### src/rtl/ring_walk_pkg.sv
package ring_walk_pkg;

    localparam int WORD_W     = 32;
    localparam int DESC_WORDS = 4;
    localparam int DESC_BYTES = DESC_WORDS * (WORD_W / 8);
    localparam int DESC_SHIFT = $clog2(DESC_BYTES);
    localparam int DESC_W     = WORD_W * DESC_WORDS;
    localparam int CNT_W      = $clog2(DESC_WORDS + 1);

    localparam logic [1:0] SEL_BASE = 2'd0;
    localparam logic [1:0] SEL_LEN  = 2'd1;
    localparam logic [1:0] SEL_TAIL = 2'd2;
    localparam logic [1:0] SEL_CUR  = 2'd3;

    typedef enum logic [1:0] {
        ST_IDLE  = 2'd0,
        ST_FETCH = 2'd1,
        ST_OFFER = 2'd2,
        ST_SUSP  = 2'd3
    } walk_state_e;

endpackage

### src/rtl/ring_walk_regs.sv
module ring_walk_regs
    import ring_walk_pkg::*;
#(
    parameter int ADDR_W = 32,
    parameter int LEN_W  = 16
) (
    input  logic              clk,
    input  logic              rst_n,
    input  logic              wr_en,
    input  logic [1:0]        wr_sel,
    input  logic [ADDR_W-1:0] wr_data,
    input  logic [1:0]        rd_sel,
    output logic [ADDR_W-1:0] rd_data,
    input  logic [ADDR_W-1:0] cur_addr,
    output logic [ADDR_W-1:0] base_q,
    output logic [LEN_W-1:0]  len_q,
    output logic [ADDR_W-1:0] tail_q,
    output logic [ADDR_W-1:0] tail_eff,
    output logic              base_wr,
    output logic              kick
);

    localparam int HI = ADDR_W - DESC_SHIFT;

    logic [HI-1:0] base_hi;
    logic [HI-1:0] tail_hi;
    logic          tail_wr;

    assign base_wr = wr_en && (wr_sel == SEL_BASE);
    assign tail_wr = wr_en && (wr_sel == SEL_TAIL);

    always_ff @(posedge clk) begin
        if (!rst_n) begin
            base_hi <= '0;
            tail_hi <= '0;
            len_q   <= '0;
            kick    <= 1'b0;
        end else begin
            if (base_wr) begin
                base_hi <= wr_data[ADDR_W-1:DESC_SHIFT];
            end
            if (tail_wr) begin
                tail_hi <= wr_data[ADDR_W-1:DESC_SHIFT];
            end
            if (wr_en && (wr_sel == SEL_LEN)) begin
                len_q <= wr_data[LEN_W-1:0];
            end
            kick <= tail_wr;
        end
    end

    assign base_q   = {base_hi, {DESC_SHIFT{1'b0}}};
    assign tail_q   = {tail_hi, {DESC_SHIFT{1'b0}}};
    assign tail_eff = tail_wr ? {wr_data[ADDR_W-1:DESC_SHIFT], {DESC_SHIFT{1'b0}}} : tail_q;

    always_comb begin
        unique case (rd_sel)
            SEL_BASE: rd_data = base_q;
            SEL_LEN:  rd_data = {{(ADDR_W-LEN_W){1'b0}}, len_q};
            SEL_TAIL: rd_data = tail_q;
            default:  rd_data = cur_addr;
        endcase
    end

endmodule

### src/rtl/ring_walk_ptr.sv
module ring_walk_ptr
    import ring_walk_pkg::*;
#(
    parameter int ADDR_W = 32,
    parameter int LEN_W  = 16
) (
    input  logic              clk,
    input  logic              rst_n,
    input  logic [ADDR_W-1:0] base_q,
    input  logic [LEN_W-1:0]  len_q,
    input  logic              load,
    input  logic [ADDR_W-1:0] load_addr,
    input  logic              advance,
    output logic [ADDR_W-1:0] cur_addr,
    output logic [ADDR_W-1:0] next_addr
);

    localparam int PAD = ADDR_W - LEN_W - DESC_SHIFT;

    logic [ADDR_W-1:0] last_addr;
    logic [ADDR_W-1:0] cur_q;

    assign last_addr = base_q + {{PAD{1'b0}}, len_q, {DESC_SHIFT{1'b0}}};
    assign next_addr = (cur_q == last_addr) ? base_q : cur_q + ADDR_W'(DESC_BYTES);

    always_ff @(posedge clk) begin
        if (!rst_n) begin
            cur_q <= '0;
        end else if (load) begin
            cur_q <= {load_addr[ADDR_W-1:DESC_SHIFT], {DESC_SHIFT{1'b0}}};
        end else if (advance) begin
            cur_q <= next_addr;
        end
    end

    assign cur_addr = cur_q;

endmodule

### src/rtl/ring_walk_fsm.sv
module ring_walk_fsm
    import ring_walk_pkg::*;
#(
    parameter int ADDR_W = 32
) (
    input  logic              clk,
    input  logic              rst_n,
    input  logic [ADDR_W-1:0] cur_addr,
    input  logic [ADDR_W-1:0] next_addr,
    input  logic [ADDR_W-1:0] tail_q,
    input  logic [ADDR_W-1:0] tail_eff,
    input  logic              kick,
    input  logic              mem_req_ready,
    input  logic              mem_rsp_valid,
    input  logic [WORD_W-1:0] mem_rsp_data,
    input  logic              desc_ready,
    output logic              mem_req_valid,
    output logic [ADDR_W-1:0] mem_req_addr,
    output logic              desc_valid,
    output logic [DESC_W-1:0] desc_data,
    output logic              advance,
    output logic              parked,
    output logic              suspended,
    output logic              susp_pulse
);

    walk_state_e state_q, state_d;
    logic [CNT_W-1:0]  iss_cnt;
    logic [CNT_W-1:0]  rcv_cnt;
    logic [WORD_W-1:0] word_q [DESC_WORDS];
    logic              pulse_q;
    logic              last_rsp;

    assign last_rsp = mem_rsp_valid && (rcv_cnt == CNT_W'(DESC_WORDS - 1));

    // state register
    always_ff @(posedge clk) begin
        if (!rst_n) begin
            state_q <= ST_IDLE;
        end else begin
            state_q <= state_d;
        end
    end

    // next-state logic
    always_comb begin
        state_d = state_q;
        unique case (state_q)
            ST_IDLE, ST_SUSP: begin
                if (kick && (cur_addr != tail_q)) begin
                    state_d = ST_FETCH;
                end
            end
            ST_FETCH: begin
                if (last_rsp) begin
                    state_d = ST_OFFER;
                end
            end
            ST_OFFER: begin
                if (desc_ready) begin
                    state_d = (next_addr == tail_eff) ? ST_SUSP : ST_FETCH;
                end
            end
            default: state_d = ST_IDLE;
        endcase
    end

    // outputs
    always_comb begin
        mem_req_valid = (state_q == ST_FETCH) && (iss_cnt < CNT_W'(DESC_WORDS));
        mem_req_addr  = cur_addr + {{(ADDR_W-CNT_W-2){1'b0}}, iss_cnt, 2'b00};
        desc_valid    = (state_q == ST_OFFER);
        advance       = (state_q == ST_OFFER) && desc_ready;
        parked        = (state_q == ST_IDLE) || (state_q == ST_SUSP);
        suspended     = (state_q == ST_SUSP);
        susp_pulse    = pulse_q;
    end

    always_ff @(posedge clk) begin
        if (!rst_n) begin
            iss_cnt <= '0;
            rcv_cnt <= '0;
            pulse_q <= 1'b0;
        end else begin
            pulse_q <= (state_q == ST_OFFER) && (state_d == ST_SUSP);
            if (state_q != ST_FETCH) begin
                iss_cnt <= '0;
                rcv_cnt <= '0;
            end else begin
                if (mem_req_valid && mem_req_ready) begin
                    iss_cnt <= iss_cnt + 1'b1;
                end
                if (mem_rsp_valid) begin
                    rcv_cnt <= rcv_cnt + 1'b1;
                end
            end
        end
    end

    for (genvar gi = 0; gi < DESC_WORDS; gi++) begin : g_word
        always_ff @(posedge clk) begin
            if (!rst_n) begin
                word_q[gi] <= '0;
            end else if ((state_q == ST_FETCH) && mem_rsp_valid && (rcv_cnt == CNT_W'(gi))) begin
                word_q[gi] <= mem_rsp_data;
            end
        end
        assign desc_data[gi*WORD_W +: WORD_W] = word_q[gi];
    end

endmodule

### src/rtl/desc_ring_walker.sv
module desc_ring_walker
    import ring_walk_pkg::*;
#(
    parameter int ADDR_W = 32,
    parameter int LEN_W  = 16
) (
    input  logic              clk,
    input  logic              rst_n,
    input  logic              reg_wr_en,
    input  logic [1:0]        reg_wr_sel,
    input  logic [ADDR_W-1:0] reg_wr_data,
    input  logic [1:0]        reg_rd_sel,
    output logic [ADDR_W-1:0] reg_rd_data,
    output logic              mem_req_valid,
    input  logic              mem_req_ready,
    output logic [ADDR_W-1:0] mem_req_addr,
    input  logic              mem_rsp_valid,
    input  logic [WORD_W-1:0] mem_rsp_data,
    output logic              desc_valid,
    input  logic              desc_ready,
    output logic [ADDR_W-1:0] desc_addr,
    output logic [DESC_W-1:0] desc_data,
    output logic              suspended,
    output logic              susp_pulse
);

    logic [ADDR_W-1:0] base_q, tail_q, tail_eff, cur_addr, next_addr;
    logic [LEN_W-1:0]  len_q;
    logic              base_wr, kick, advance, parked;

    ring_walk_regs #(.ADDR_W(ADDR_W), .LEN_W(LEN_W)) u_regs (
        .clk      (clk),
        .rst_n    (rst_n),
        .wr_en    (reg_wr_en),
        .wr_sel   (reg_wr_sel),
        .wr_data  (reg_wr_data),
        .rd_sel   (reg_rd_sel),
        .rd_data  (reg_rd_data),
        .cur_addr (cur_addr),
        .base_q   (base_q),
        .len_q    (len_q),
        .tail_q   (tail_q),
        .tail_eff (tail_eff),
        .base_wr  (base_wr),
        .kick     (kick)
    );

    ring_walk_ptr #(.ADDR_W(ADDR_W), .LEN_W(LEN_W)) u_ptr (
        .clk       (clk),
        .rst_n     (rst_n),
        .base_q    (base_q),
        .len_q     (len_q),
        .load      (base_wr && parked),
        .load_addr (reg_wr_data),
        .advance   (advance),
        .cur_addr  (cur_addr),
        .next_addr (next_addr)
    );

    ring_walk_fsm #(.ADDR_W(ADDR_W)) u_fsm (
        .clk           (clk),
        .rst_n         (rst_n),
        .cur_addr      (cur_addr),
        .next_addr     (next_addr),
        .tail_q        (tail_q),
        .tail_eff      (tail_eff),
        .kick          (kick),
        .mem_req_ready (mem_req_ready),
        .mem_rsp_valid (mem_rsp_valid),
        .mem_rsp_data  (mem_rsp_data),
        .desc_ready    (desc_ready),
        .mem_req_valid (mem_req_valid),
        .mem_req_addr  (mem_req_addr),
        .desc_valid    (desc_valid),
        .desc_data     (desc_data),
        .advance       (advance),
        .parked        (parked),
        .suspended     (suspended),
        .susp_pulse    (susp_pulse)
    );

    assign desc_addr = cur_addr;

endmodule

### config.mk
export PLATFORM = sky130hd
export DESIGN_NAME = desc_ring_walker
export DESIGN_NICKNAME = d
export VERILOG_FILES = /design/src/rtl/ring_walk_pkg.sv /design/src/rtl/ring_walk_regs.sv /design/src/rtl/ring_walk_ptr.sv /design/src/rtl/ring_walk_fsm.sv /design/src/rtl/desc_ring_walker.sv
export SDC_FILE = /design/constraint.sdc
export NUM_CORES = 1
export LEC_CHECK = 0
export ABC_AREA = 0
export BUFFER_PORTS_ARGS = -buffer_cell sky130_fd_sc_hd__buf_2
export CAP_MARGIN = 20
export CORE_AREA = 2 2 163 165
export DETAILED_ROUTE_END_ITERATION = 10
export DIE_AREA = 0 0 165 167
export GPL_TIMING_DRIVEN = 1
export PLACE_DENSITY = 0.9
export SLEW_MARGIN = 20
export SYNTH_ARGS = -nofsm -noshare
export SYNTH_HDL_FRONTEND = slang
export SYNTH_SLANG_ARGS = --single-unit
### constraint.sdc
create_clock -name clk -period 5.2 [get_ports clk]
set_clock_uncertainty 0.2 [all_clocks]
set_input_delay 0.78 -clock clk [delete_from_list [all_inputs] [get_ports clk]]
set_output_delay 0.78 -clock clk [all_outputs]
set_load 0.02 [all_outputs]
Word-level counts from Yosys, hierarchy flattened
Memories as Yosys holds them, arrays and structs flattened.
Cells that the tools add are included.
{ "word_totals": {"n_memories": 1, "wordCells": 88, "register_bits": 114, "out_inout_bits": 228, "ram_bits": 128} }
{ "mem_list": {"columns": ["memory", "depth", "word_bits", "rd", "rd_clocked_by_memory_dff", "write_ports", "line", "source"], "rows": [
  ["u_fsm.word_q", 4, 32, 4, 0, 4, "ring_walk_fsm.sv:30", "logic [WORD_W-1:0] word_q [DESC_WORDS];"]
]} }
{ "op_classes": {"addsub": 5, "n_eq_ne": 15, "bitwise": 5, "n_lt_le_gt_ge": 1, "mux": 27, "reduce_logical": 24} }
{ "ops": {"columns": ["cell", "count"], "rows": [
  ["$mux 32", 8],
  ["$pmux 32 s3", 1],
  ["$eq 32x32->1", 2],
  ["$add 32x20->32", 1],
  ["$add 32x5->32", 1],
  ["$add 32x5->32 const B", 1],
  ["$ne 32x32->1", 1],
  ["$logic_and 1x1->1", 15],
  ["$mux 1", 13],
  ["$eq 2x2->1 const B", 5],
  ["$mux 2", 4],
  ["$add 3x1->3 const B", 2],
  ["$eq 2x1->1 const B", 3],
  ["$eq 3x2->1 const B", 2],
  ["$logic_not 2->1", 3],
  ["$pmux 2 s3", 1],
  ["$reduce_or 2->1", 3],
  ["$or 1x1->1", 4],
  ["$eq 3x1->1 const B", 1],
  ["$logic_not 3->1", 1],
  ["$lt 3x3->1 const B", 1],
  ["$ne 2x1->1 const B", 1],
  ["$reduce_bool 2->1", 1],
  ["$logic_or 1x1->1", 1],
  ["$not 1->1", 1]
]} }

Depth between registers and ports, before layout
Gate-level depths: netlist of run 1.
{ "depth": {"ltp_word": 9, "mapped_depth": 17, "depth_no_buf": 15} }

Cells and area by module
Synthesis of run 1 repeated with hierarchy kept, for this count alone.
{ "hier_totals": {"cells_unflattened": 1445, "hier_area_um2": 14456.4} }
{ "modules_own_cells": {"columns": ["mod", "cells_per_inst", "seq_area_each_um2", "area_each_um2", "instances"], "rows": [
  ["ring_walk_fsm", 503, 4023.9, 6558.8, 1],
  ["ring_walk_ptr", 561, 640.6, 4001.3, 1],
  ["ring_walk_regs", 380, 1461.4, 3890.0, 1],
  ["desc_ring_walker", 1, 0.0, 6.3, 1]
]} }

Least setup slack after synthesis of run 1
Ideal clock, no wire load.
{ "synth_path": {"path_type": "reg2reg", "start": "reg u_regs.base_hi[0]", "end": "reg u_ptr.cur_q[8], in the netlist u_ptr.cur_addr[8]", "period_less_slack_ns": 4.313, "path_stages_with_launch": 18, "arrival_ns": 3.981, "slack_ns": 0.887, "cell_sequence": "dfxtp_1 > ha_1 > inv_1 > fa_1 > xor2_1 > nand3_1 > a211oi_1 > nand4b_1 > or4_1 > or4b_1 > or4_1 > or3_4 > buf_6 > clkbuf_1 > nor2_1 > a211oi_1 > a221oi_1 > nor3_1"} }
{ "synth_via": {"elab_chain_cells": 5} }
{ "synth_rtl": {"columns": ["item", "line", "source"], "rows": [
  ["start, declared", "ring_walk_regs.sv:25", "logic [HI-1:0] base_hi;"],
  ["start signal, assigned", "ring_walk_regs.sv:40", "base_hi <= wr_data[ADDR_W-1:DESC_SHIFT];"],
  ["$add 32x20->32", "ring_walk_ptr.sv:23", "assign last_addr = base_q + {{PAD{1'b0}}, len_q, {DESC_SHIFT{1'b0}}};"],
  ["$eq 32x32->1", "ring_walk_ptr.sv:24", "assign next_addr = (cur_q == last_addr) ? base_q : cur_q + ADDR_W'(DESC_BYTES);"],
  ["$mux 32", "ring_walk_ptr.sv:24", null],
  ["$mux 32", "ring_walk_ptr.sv:31", "end else if (advance) begin"],
  ["$mux 32", "ring_walk_ptr.sv:29", "end else if (load) begin"],
  ["end signal, assigned", "ring_walk_ptr.sv:30", "cur_q <= {load_addr[ADDR_W-1:DESC_SHIFT], {DESC_SHIFT{1'b0}}};"],
  ["end signal, assigned", "ring_walk_ptr.sv:32", "cur_q <= next_addr;"],
  ["end, declared", "ring_walk_ptr.sv:21", "logic [ADDR_W-1:0] cur_q;"]
]} }
Every way passes these cells. The select of a mux whose other input is x is not followed.
A chain may end at the register's enable or synchronous reset.

Worst setup path in the final report of run 1
{ "layout_path": {"start": "reg u_regs.base_hi[8]", "end": "reg u_ptr.cur_q[17], in the netlist u_ptr.cur_addr[17]"} }
Same word-level chain as after synthesis.

==> run summary, run 1 <==
The final worst-path cycle share came out at 0.9692. The post-synthesis async set-or-reset flop share was 0; the first-pass detailed-route iteration total was 8. Synthesis produced a netlist whose cell count is 1537. From synthesis to final layout, the design area changed by 20.23%. For this run, the top clock speed supported by timing is 0.1984 GHz.

The endpoint type of the worst setup path was a register. During I/O placement, the number of pins put on the boundary was 302. The number of max-slew violations in the final report was 0.

Summing over every cut layer, the via total after detailed routing is 13750. Setup repair after global routing could not meet its margin everywhere. IR analysis of the VDD net gives a maximum drop of 251.0 uV. The worst setup path is of the reg -> reg kind. After filler insertion, the fill cell instance count of the layout stands at 1982. The cell area after layout was 17220 um^2. The area share of and/or/nand/nor cells after synthesis works out to 0.2236. Total negative slack: 0 ns. The compound-cell area share of the yosys netlist came out at 0.1289. The number of clock sinks seen by CTS was 242. The slowest stage of the critical path belongs to the cell sky130_fd_sc_hd__dfxtp_1. The run gives 25760 um^2 as the core area.

The initial standard-cell utilization of the core came out at 0.5559. Top flip-flop cell by instance count after synthesis: sky130_fd_sc_hd__edfxtp_1. Of all nets on the critical path, the largest fanout is 18. The run gives 60 as the pin count of the biggest net entering global routing. The total routing resource utilization after global routing came out at 0.3485. The mean post-synth cell area was 9.318 um^2; the synthesized net count was 1642. Number of max-capacitance violations reported: 0. TritonCTS built the clock tree. The first global-routing pass estimated 74640 um of wire. Subtracting the final worst setup slack from the clock period gives 5.040 ns. The tools report the number of buffers on the longest clock path as 3. The area of the die came out at 27560 um^2. The run gives 13180 as the via count of the first global-routing pass.

The fraction of final layout cells with drive strength greater than 1 is 0.2529, and the half-perimeter wire length of the detailed placement result is 35780 um. After detailed routing, the number of remaining DRC violations is 0. The flow ran to the end, and the final reports show no timing, DRC or antenna violations.

STA puts the critical path data required time at 5.43 ns. In this run the static leakage power is 7.450 nW. 0 antenna diodes ended up in the layout. By area, the combinational part of the netlist is dominated by simple AND/OR/NAND/NOR gates. Cell class contributing the biggest share of worst-path delay: simple AND/OR/NAND/NOR gates.

The proportion of netlist area held by the largest area contributor was 0.2684; the xor/xnor share of the synthesized area was 0.08920. By area the synthesized netlist is led by sky130_fd_sc_hd__edfxtp_1 (27%), sky130_fd_sc_hd__dfxtp_1 (16%), sky130_fd_sc_hd__and2_1 (5.9%). The run gives 0.55 ns as the latest clock arrival within the worst-skew pair. The overall overflow remaining after global route is 0, and the delay of the slowest critical-path stage is 0.50 ns. The tools report the number of nets at the end of the flow as 1916. Root buffer selected by CTS: sky130_fd_sc_hd__clkbuf_16. The H-tree depth is 1.

Number of storage elements in the synthesis netlist: 242. The overall die width was 165 um. Once placement finished, the instance area stood at 16230 um^2. For the total clock buffers created by CTS, the log shows 26. The count of flip-flops with a built-in enable after synthesis is 128. The synthesized design spends more area on one cell type than any other, namely sky130_fd_sc_hd__edfxtp_1. The Yosys step of the flow raised 0 warnings. The via density per instance is 6.349, and the adder and majority cell fraction of the synthesized area is 0.02883.

The footprint of the flip-flops and latches was 6126 um^2; the average wire length per cell after detail routing was 22.91 um. The initialized floorplan defines 59 standard-cell rows. The cell area that synthesis handed to floorplanning was 14320 um^2. The multi-input combinational cells in the finished layout cover a total of 7704 um^2. The number of buffers and inverters on the critical path came out at 1. The number of design-rule violations left by the first detailed-router iteration is 1852.

The post-synthesis mux area share was 0.06203. After clock tree synthesis, the clock-pin slew on the worst setup and hold paths is 0.07 ns. Summed over all layers, the routed wires come to 49610 um. The number of input and output port buffers inserted came out at 301. In this run the vertical extent of the chip is 167 um. The sequential cell area fraction in the yosys report is 0.4277. For the headroom to the max-slew limit, the log shows 0.2772. The run gives 0 as the count of final setup violators. The run gives 0.9900 as the last weighted congestion value of the routability-driven placer. The post-route antenna net violation count is 0, and the worst-margin pin slew is 1.084 ns. The run gives 78 as the number of unique standard cell types used by synthesis. For the worst setup path, the data arrival time is 5.27 ns. For this design the ratio of total power to cell area is 281.1 nW/um^2. The element type at the critical path start was a register. The run gives 0 as the count of final hold-check violations.

Classification of the worst-slack hold path: reg -> reg. The logs give 0 for the number of antenna violations at the first check in global routing and 0 for the quantity of hold-fixing buffers added after cts. Walking the worst path, the cells encountered are ha_1 -> a21oi_1 -> o21ai_1 -> a211oi_1 -> nand4b_1 -> or4_1 -> or4b_1 -> or4_1 -> or3_4 -> buf_4 -> a41oi_1 -> o22ai_1 -> a211oi_1.
[area by class of cell]
cell class | count | area share
clock inverters | 22 | 0.01170
flip-flops and latches | 242 | 0.3558
inverters | 19 | 0.004142
repair buffers | 359 | 0.1189
clock buffers | 26 | 0.03779
multi-input cells | 1163 | 0.4474
well taps | 335 | 0.02434
[cells in the final DEF (no fill, tap or decap), drive strengths merged, types with 6 or more instances in the layout]
| cell type | count |
|---|---|
| clkinv | 12 |
| and4 | 7 |
| o21ai | 30 |
| nand4 | 26 |
| dfxtp | 114 |
| a211oi | 34 |
| edfxtp | 128 |
| o22ai | 23 |
| clkbuf | 26 |
| nor4 | 13 |
| nor2 | 151 |
| buf | 359 |
| xnor2 | 93 |
| and3 | 17 |
| mux4 | 12 |
| a21o | 6 |
| nor3 | 22 |
| clkinvlp | 7 |
| xor2 | 52 |
| a41oi | 8 |
| mux2 | 19 |
| o2111ai | 6 |
| inv | 19 |
| nand3b | 6 |
| o221ai | 6 |
| a21oi | 92 |
| a31oi | 17 |
| ha | 29 |
| nand3 | 39 |
| mux2i | 40 |
| nor2b | 16 |
| and2 | 136 |
| a22o | 18 |
| nand2 | 176 |
[tightest hold or removal path, stage by stage, from the launching register on]
cell and delay [ns]:
sky130_fd_sc_hd__dfxtp_1 0.32, sky130_fd_sc_hd__nand2_1 0.06, sky130_fd_sc_hd__a21oi_1 0.05
[path summary, 6_finish.rpt]
kind / start / endpoint / slack (ns) / depth (start not counted)
worst max-delay path: u_regs.base_hi[8] / u_ptr.cur_addr[17] / 0.16 / 13
worst min-delay path: u_regs.len_q[13] / u_regs.len_q[13] / 0.28 / 2
worst max register to register: u_regs.base_hi[8] / u_ptr.cur_addr[17] / 0.16 / 13
worst min register to register: u_regs.len_q[13] / u_regs.len_q[13] / 0.28 / 2
[Yosys cell counts, types with 7 or more instances]
| cell type | count |
|---|---|
| sky130_fd_sc_hd__edfxtp_1 | 128 |
| sky130_fd_sc_hd__nand3_1 | 39 |
| sky130_fd_sc_hd__nor2b_1 | 16 |
| sky130_fd_sc_hd__nand4_1 | 26 |
| sky130_fd_sc_hd__mux4_2 | 12 |
| sky130_fd_sc_hd__mux2_2 | 18 |
| sky130_fd_sc_hd__a22o_1 | 18 |
| sky130_fd_sc_hd__and2_1 | 136 |
| sky130_fd_sc_hd__buf_1 | 9 |
| sky130_fd_sc_hd__nor3_1 | 20 |
| sky130_fd_sc_hd__a211oi_1 | 34 |
| sky130_fd_sc_hd__ha_1 | 29 |
| sky130_fd_sc_hd__o22ai_1 | 23 |
| sky130_fd_sc_hd__and4_1 | 7 |
| sky130_fd_sc_hd__a31oi_1 | 17 |
| sky130_fd_sc_hd__and3_1 | 17 |
| sky130_fd_sc_hd__nor2_1 | 151 |
| sky130_fd_sc_hd__inv_1 | 19 |
| sky130_fd_sc_hd__clkbuf_1 | 76 |
| sky130_fd_sc_hd__nand2_1 | 176 |
| sky130_fd_sc_hd__mux2i_1 | 40 |
| sky130_fd_sc_hd__dfxtp_1 | 114 |
| sky130_fd_sc_hd__xnor2_1 | 93 |
| sky130_fd_sc_hd__nor4_1 | 11 |
| sky130_fd_sc_hd__o21ai_0 | 25 |
| sky130_fd_sc_hd__buf_2 | 20 |
| sky130_fd_sc_hd__a21oi_1 | 90 |
| sky130_fd_sc_hd__a41oi_1 | 7 |
| sky130_fd_sc_hd__xor2_1 | 51 |
[registers in the layout (all words and copies together) (netlist names)]
name,flops
u_fsm.word_q,128
u_regs.len_q,16
u_fsm.iss_cnt,3
u_fsm.state_q,2
u_fsm.susp_pulse,1
u_regs.tail_hi,28
u_ptr.cur_addr,32
u_regs.kick,1
u_fsm.rcv_cnt,3
u_regs.base_hi,28
[stage by stage]
step	utilization	setup slack [ns]	std cells	total power, mW	hold slack (ns)
2_1_floorplan	-	0.8866	1537	2.676	0.2498
3_3_place_gp	0.6295	0.4187	2113	2.952	0.2672
3_5_place_dp	0.6301	0.2537	2114	2.969	0.2702
4_1_cts	0.6632	0.1747	2162	4.801	0.2763
5_1_grt	0.6684	-0.003184	2166	4.976	0.2858
6_report	0.6684	0.1603	2166	4.839	0.2787
[timing repair]
action	in CTS	in global routing
hold endpoints to repair	0	0
setup endpoints to repair	0	10
setup buffers	0	0
gates resized for setup	0	5
[cell families (layout without fill, tap and decap cells)]
kind of cell | Yosys count | in the layout
and+or+nand+nor | 639 | 639
adders and majority gates | 32 | 32
muxes | 71 | 71
DFF | 242 | 242
xor gates and xnor gates | 145 | 145
buffers and inverters | 132 | 426
AOI/OAI and AO/OA | 276 | 276
[routing by layer]
metal  global-route usage  share of wire
met1               0.4475           0.37
met2               0.5480           0.45
met3              0.08144           0.13
met4               0.1769          0.059
met5                    0              0
[power breakdown]
part           leakage [nW]  switching, mW  internal (mW)  total (mW)
Combinational          4.80          0.510          0.287       0.797
Clock                 0.397          0.808           1.06        1.87
Sequential             2.25         0.0833           2.09        2.17
(Power assumes the default switching activity.)
==> run 2, diff against run 1 <==
--- a/config.mk
+++ b/config.mk
@@ -8,9 +8,9 @@
 export ABC_AREA = 0
 export BUFFER_PORTS_ARGS = -buffer_cell sky130_fd_sc_hd__buf_2
 export CAP_MARGIN = 20
-export CORE_AREA = 2 2 163 165
+export CORE_AREA = 4 4 165 167
 export DETAILED_ROUTE_END_ITERATION = 10
-export DIE_AREA = 0 0 165 167
+export DIE_AREA = 0 0 169 171
 export GPL_TIMING_DRIVEN = 1
 export PLACE_DENSITY = 0.9
 export SLEW_MARGIN = 20
==> run 2 against run 1 <==
  * Sequential share of layout area barely moved
  * Combinational power rose by 0.9%
  * Via count shrank 0.61%
  * Clock-buffer cell count increased by 8
  * Non-clock buffer count increased by 5
  * Fmax fell by 0.17%
  * Flip-flop and latch count is the same
  * Final cell count increased by 0.28%
  * Critical path depth increased by 3
  * Routed wire length up 0.91%
  * Global-route usage down 2.3 points
  * Critical path type unchanged
  * Critical endpoint is now u_fsm.susp_pulse
  * Largest cell class unchanged
==> run summary, run 2 (synthesis gave the netlist of run 1 again) <==
The number of clock sinks seen by CTS was 242 (unchanged); the flip-flop count of the largest register, all copies and words added was 128 (unchanged). The count of boundary I/O pins is 302 (unchanged). TritonCTS built the clock tree. The cell with the largest stage delay on the worst path is sky130_fd_sc_hd__or3_4 (was sky130_fd_sc_hd__dfxtp_1). The tools report the last weighted congestion value of the routability-driven placer as 1.003 (was 0.9900).

The count of final setup violators is 0 (unchanged), and the data arrival time of the critical path is 5.26 ns (was 5.27 ns). The cell area after layout is 17220 um^2 (about the same). The run gives 1927 (was 1852) as the number of design-rule violations left by the first detailed-router iteration. For the total negative slack, the log shows 0 ns (unchanged). The kind of critical path was reg -> reg (unchanged). The setup slack after placement was 0.06927 ns (was 0.2537 ns); the average wire length per cell after detail routing was 23.05 um (was 22.91 um).

The count of final hold-check violations is 0 (unchanged), and the number of antenna violations at the first check in global routing is 0 (unchanged). The startpoint of the worst-slack reg-to-reg timing path is u_regs.base_hi[0] (was u_regs.base_hi[8]). The pin count of the biggest net entering global routing was 102 (was 60); the worst-margin pin slew was 1.193 ns (was 1.084 ns). Remaining routing DRC violations: 0 (unchanged). The number of placement rows was 59 (unchanged); the sum of routed wire length over all layers was 50070 um (was 49610 um). The final worst hold slack was 0.2798 ns (was 0.2787 ns); the total routing resource utilization after global routing was 0.3253 (was 0.3485). The post-route antenna net violation count was 0 (unchanged).

The number of max-slew violations in the final report is 0 (unchanged). The required time of the critical path is 5.42 ns (was 5.43 ns), and the layout overhead on the synthesized area is 20.24% (was 20.23%). Root buffer selected by CTS: sky130_fd_sc_hd__clkbuf_16 (unchanged).

The fraction of final layout cells with drive strength greater than 1 is 0.2537 (was 0.2529), and the critical-path maximum fanout is 9 (was 18). The height of the chip works out to 171 um (was 167 um). The tools report the half-perimeter wire length of the detailed placement result as 36470 um (was 35780 um). The flow ran to the end, and the final reports show no timing, DRC or antenna violations. The delay of the slowest critical-path stage works out to 0.49 ns (was 0.50 ns). The setup slack of the worst register-to-register path is 0.15 ns (was 0.16 ns). The classification of the worst-slack hold path was in -> reg (was reg -> reg). The endpoint type of the worst setup path was a register (unchanged).

The leakage power was 7.477 nW (was 7.450 nW). The end of the critical path was u_fsm.susp_pulse (was u_ptr.cur_addr[17]). The number of max-capacitance violations reported was 0 (unchanged).

The via count is 13670 (was 13750), and the clock period minus final worst setup slack is 5.048 ns (was 5.040 ns). The final worst-path cycle share was 0.9708 (was 0.9692); the via count of the first global-routing pass was 13050 (was 13180). Commonest non-fill, non-tap cell in the layout: sky130_fd_sc_hd__buf_2 (unchanged). Capture point of the worst reg-to-reg path: u_fsm.susp_pulse (was u_ptr.cur_addr[17]).

Via density per instance: 6.293 (was 6.349). Beginning of the critical path: u_regs.base_hi[0] (was u_regs.base_hi[8]). The first-pass detailed-route iteration total is 5 (was 8), and the headroom to the max-slew limit is 0.2049 (was 0.2772). Post-place instance area: 16230 um^2 (about the same).

Number of diodes: 0 (unchanged). The run gives 28900 um^2 (was 27560 um^2) as the area of the die. The tools report the number of buffers on the longest clock path as 3 (unchanged).

Cell chain of the critical path: ha_1 -> inv_1 -> fa_1 -> nand3b_1 -> a21oi_1 -> o21ai_2 -> a211oi_2 -> xnor2_1 -> or4b_1 -> or4_4 -> or3_4 -> buf_4 -> o32a_1 -> o2111a_1 -> nand4_1 -> o22ai_1 (was ha_1 -> a21oi_1 -> o21ai_1 -> a211oi_1 -> nand4b_1 -> or4_1 -> or4b_1 -> or4_1 -> or3_4 -> buf_4 -> a41oi_1 -> o22ai_1 -> a211oi_1). For the total clock buffers created by CTS, the log shows 26 (unchanged). Latest clock arrival within the worst-skew pair: 0.55 ns (about the same). The overall overflow remaining after global route was 0 (unchanged). The initial standard-cell utilization of the core came out at 0.5559 (unchanged). The overall die width was 169 um (was 165 um); the clock input transition at the sequential cells of the worst setup and hold paths was 0.06 ns (was 0.07 ns). The tools report the worst ir drop on vdd as 279.4 uV (was 251.0 uV).

The number of input and output port buffers inserted is 301 (unchanged). The tools report the element type at the critical path start as a register (unchanged). The length in cells of the worst reg-to-reg path works out to 16 (was 13). Setup repair after global routing left no endpoint under its margin. The register bank with the most flops was u_fsm.word_q (unchanged). The global-route wire length before repair was 74250 um (was 74640 um); the maximum clock frequency was 0.1981 GHz (was 0.1984 GHz). The core area was 25760 um^2 (unchanged); the worst setup margin was 0.1517 ns (was 0.1603 ns).

Most frequent cells in the layout: sky130_fd_sc_hd__buf_2 (301), sky130_fd_sc_hd__nand2_1 (175), sky130_fd_sc_hd__nor2_1 (151), sky130_fd_sc_hd__and2_1 (136), sky130_fd_sc_hd__edfxtp_1 (128) (was sky130_fd_sc_hd__buf_2 (301), sky130_fd_sc_hd__nand2_1 (175), sky130_fd_sc_hd__nor2_1 (148), sky130_fd_sc_hd__and2_1 (136), sky130_fd_sc_hd__edfxtp_1 (128)). The ratio of total power to cell area is 282.0 nW/um^2 (was 281.1 nW/um^2), and the H-tree depth is 1 (unchanged). The run gives 1922 (was 1916) as the number of nets at the end of the flow.
-- run 2: changes by cell type in the layout (fill, tap and decap cells not counted), sizes merged --
| cell | before | now |
|---|---|---|
| clkinvlp | 7 | 3 |
| clkinv | 12 | 6 |
| or3 | 5 | 6 |
| inv | 19 | 21 |
| clkbuf | 26 | 34 |
| buf | 359 | 364 |
-- run 2: power by group --
group	switching [mW]	total (mW)	leakage, nW	internal (mW)
sequential	0.0780	2.17	2.25	2.09
combinational	0.517	0.804	4.81	0.286
clock	0.793	1.89	0.415	1.09
total	1.39	4.86	7.48	3.47
-- run 2: critical path, delay by kind of cell, from the launching register on --
kind,cells,cell delay (ns)
buffers and inverters,2,0.25
AO/OA/AOI/OAI,6,1.34
adder cells (fa/ha/maj),2,0.69
XOR/XNOR,1,0.16
flip-flops,1,0.42
AND/OR/NAND/NOR,5,1.84
-- run 2: final cells by class --
| type | count | area (um^2) |
|---|---|---|
| fill | 1931 | 8543 |
| clock buffer | 34 | 691.9 |
| sequential | 242 | 6126 |
| multi-input combinational | 1164 | 7705 |
| tap | 335 | 419.2 |
| timing repair buffer | 364 | 2039 |
| clock inverter | 14 | 167.7 |
| inverter | 19 | 71.32 |
-- run 2: worst min path at each step --
stage | from | to | cells after the start
after global placement | u_regs.len_q[0] | u_regs.len_q[0] | 2
after detailed placement | u_regs.len_q[11] | u_regs.len_q[11] | 2
after CTS | reg_wr_data[2] | u_regs.len_q[2] | 3
after floorplan | u_regs.len_q[10] | u_regs.len_q[10] | 2
after global routing | reg_wr_data[2] | u_regs.len_q[2] | 3
final | reg_wr_data[3] | u_regs.len_q[3] | 3
-- run 2: stage by stage --
step	total power, mW	utilization	cells
finish	4.856	0.6684	2172
global route	4.989	0.6684	2172
CTS	4.823	0.6632	2166
detailed placement	2.970	0.6298	2118
global placement	2.955	0.6298	2118
floorplan	2.676	-	1537
-- run 2: metal layers --
metal	routed length (um)	track usage
met2	23040	0.5387
met4	2506	0.1439
met5	0	0
met3	6097	0.06654
met1	18430	0.4152
-- run 2: timing repair --
| action | 4_1_cts | 5_1_grt |
|---|---|---|
| endpoints found under the setup margin | 0 | 9 |
| hold buffers | 0 | 0 |
| endpoints found under the hold margin | 0 | 0 |
| gates resized for setup | 0 | 4 |
| setup buffers | 0 | 2 |
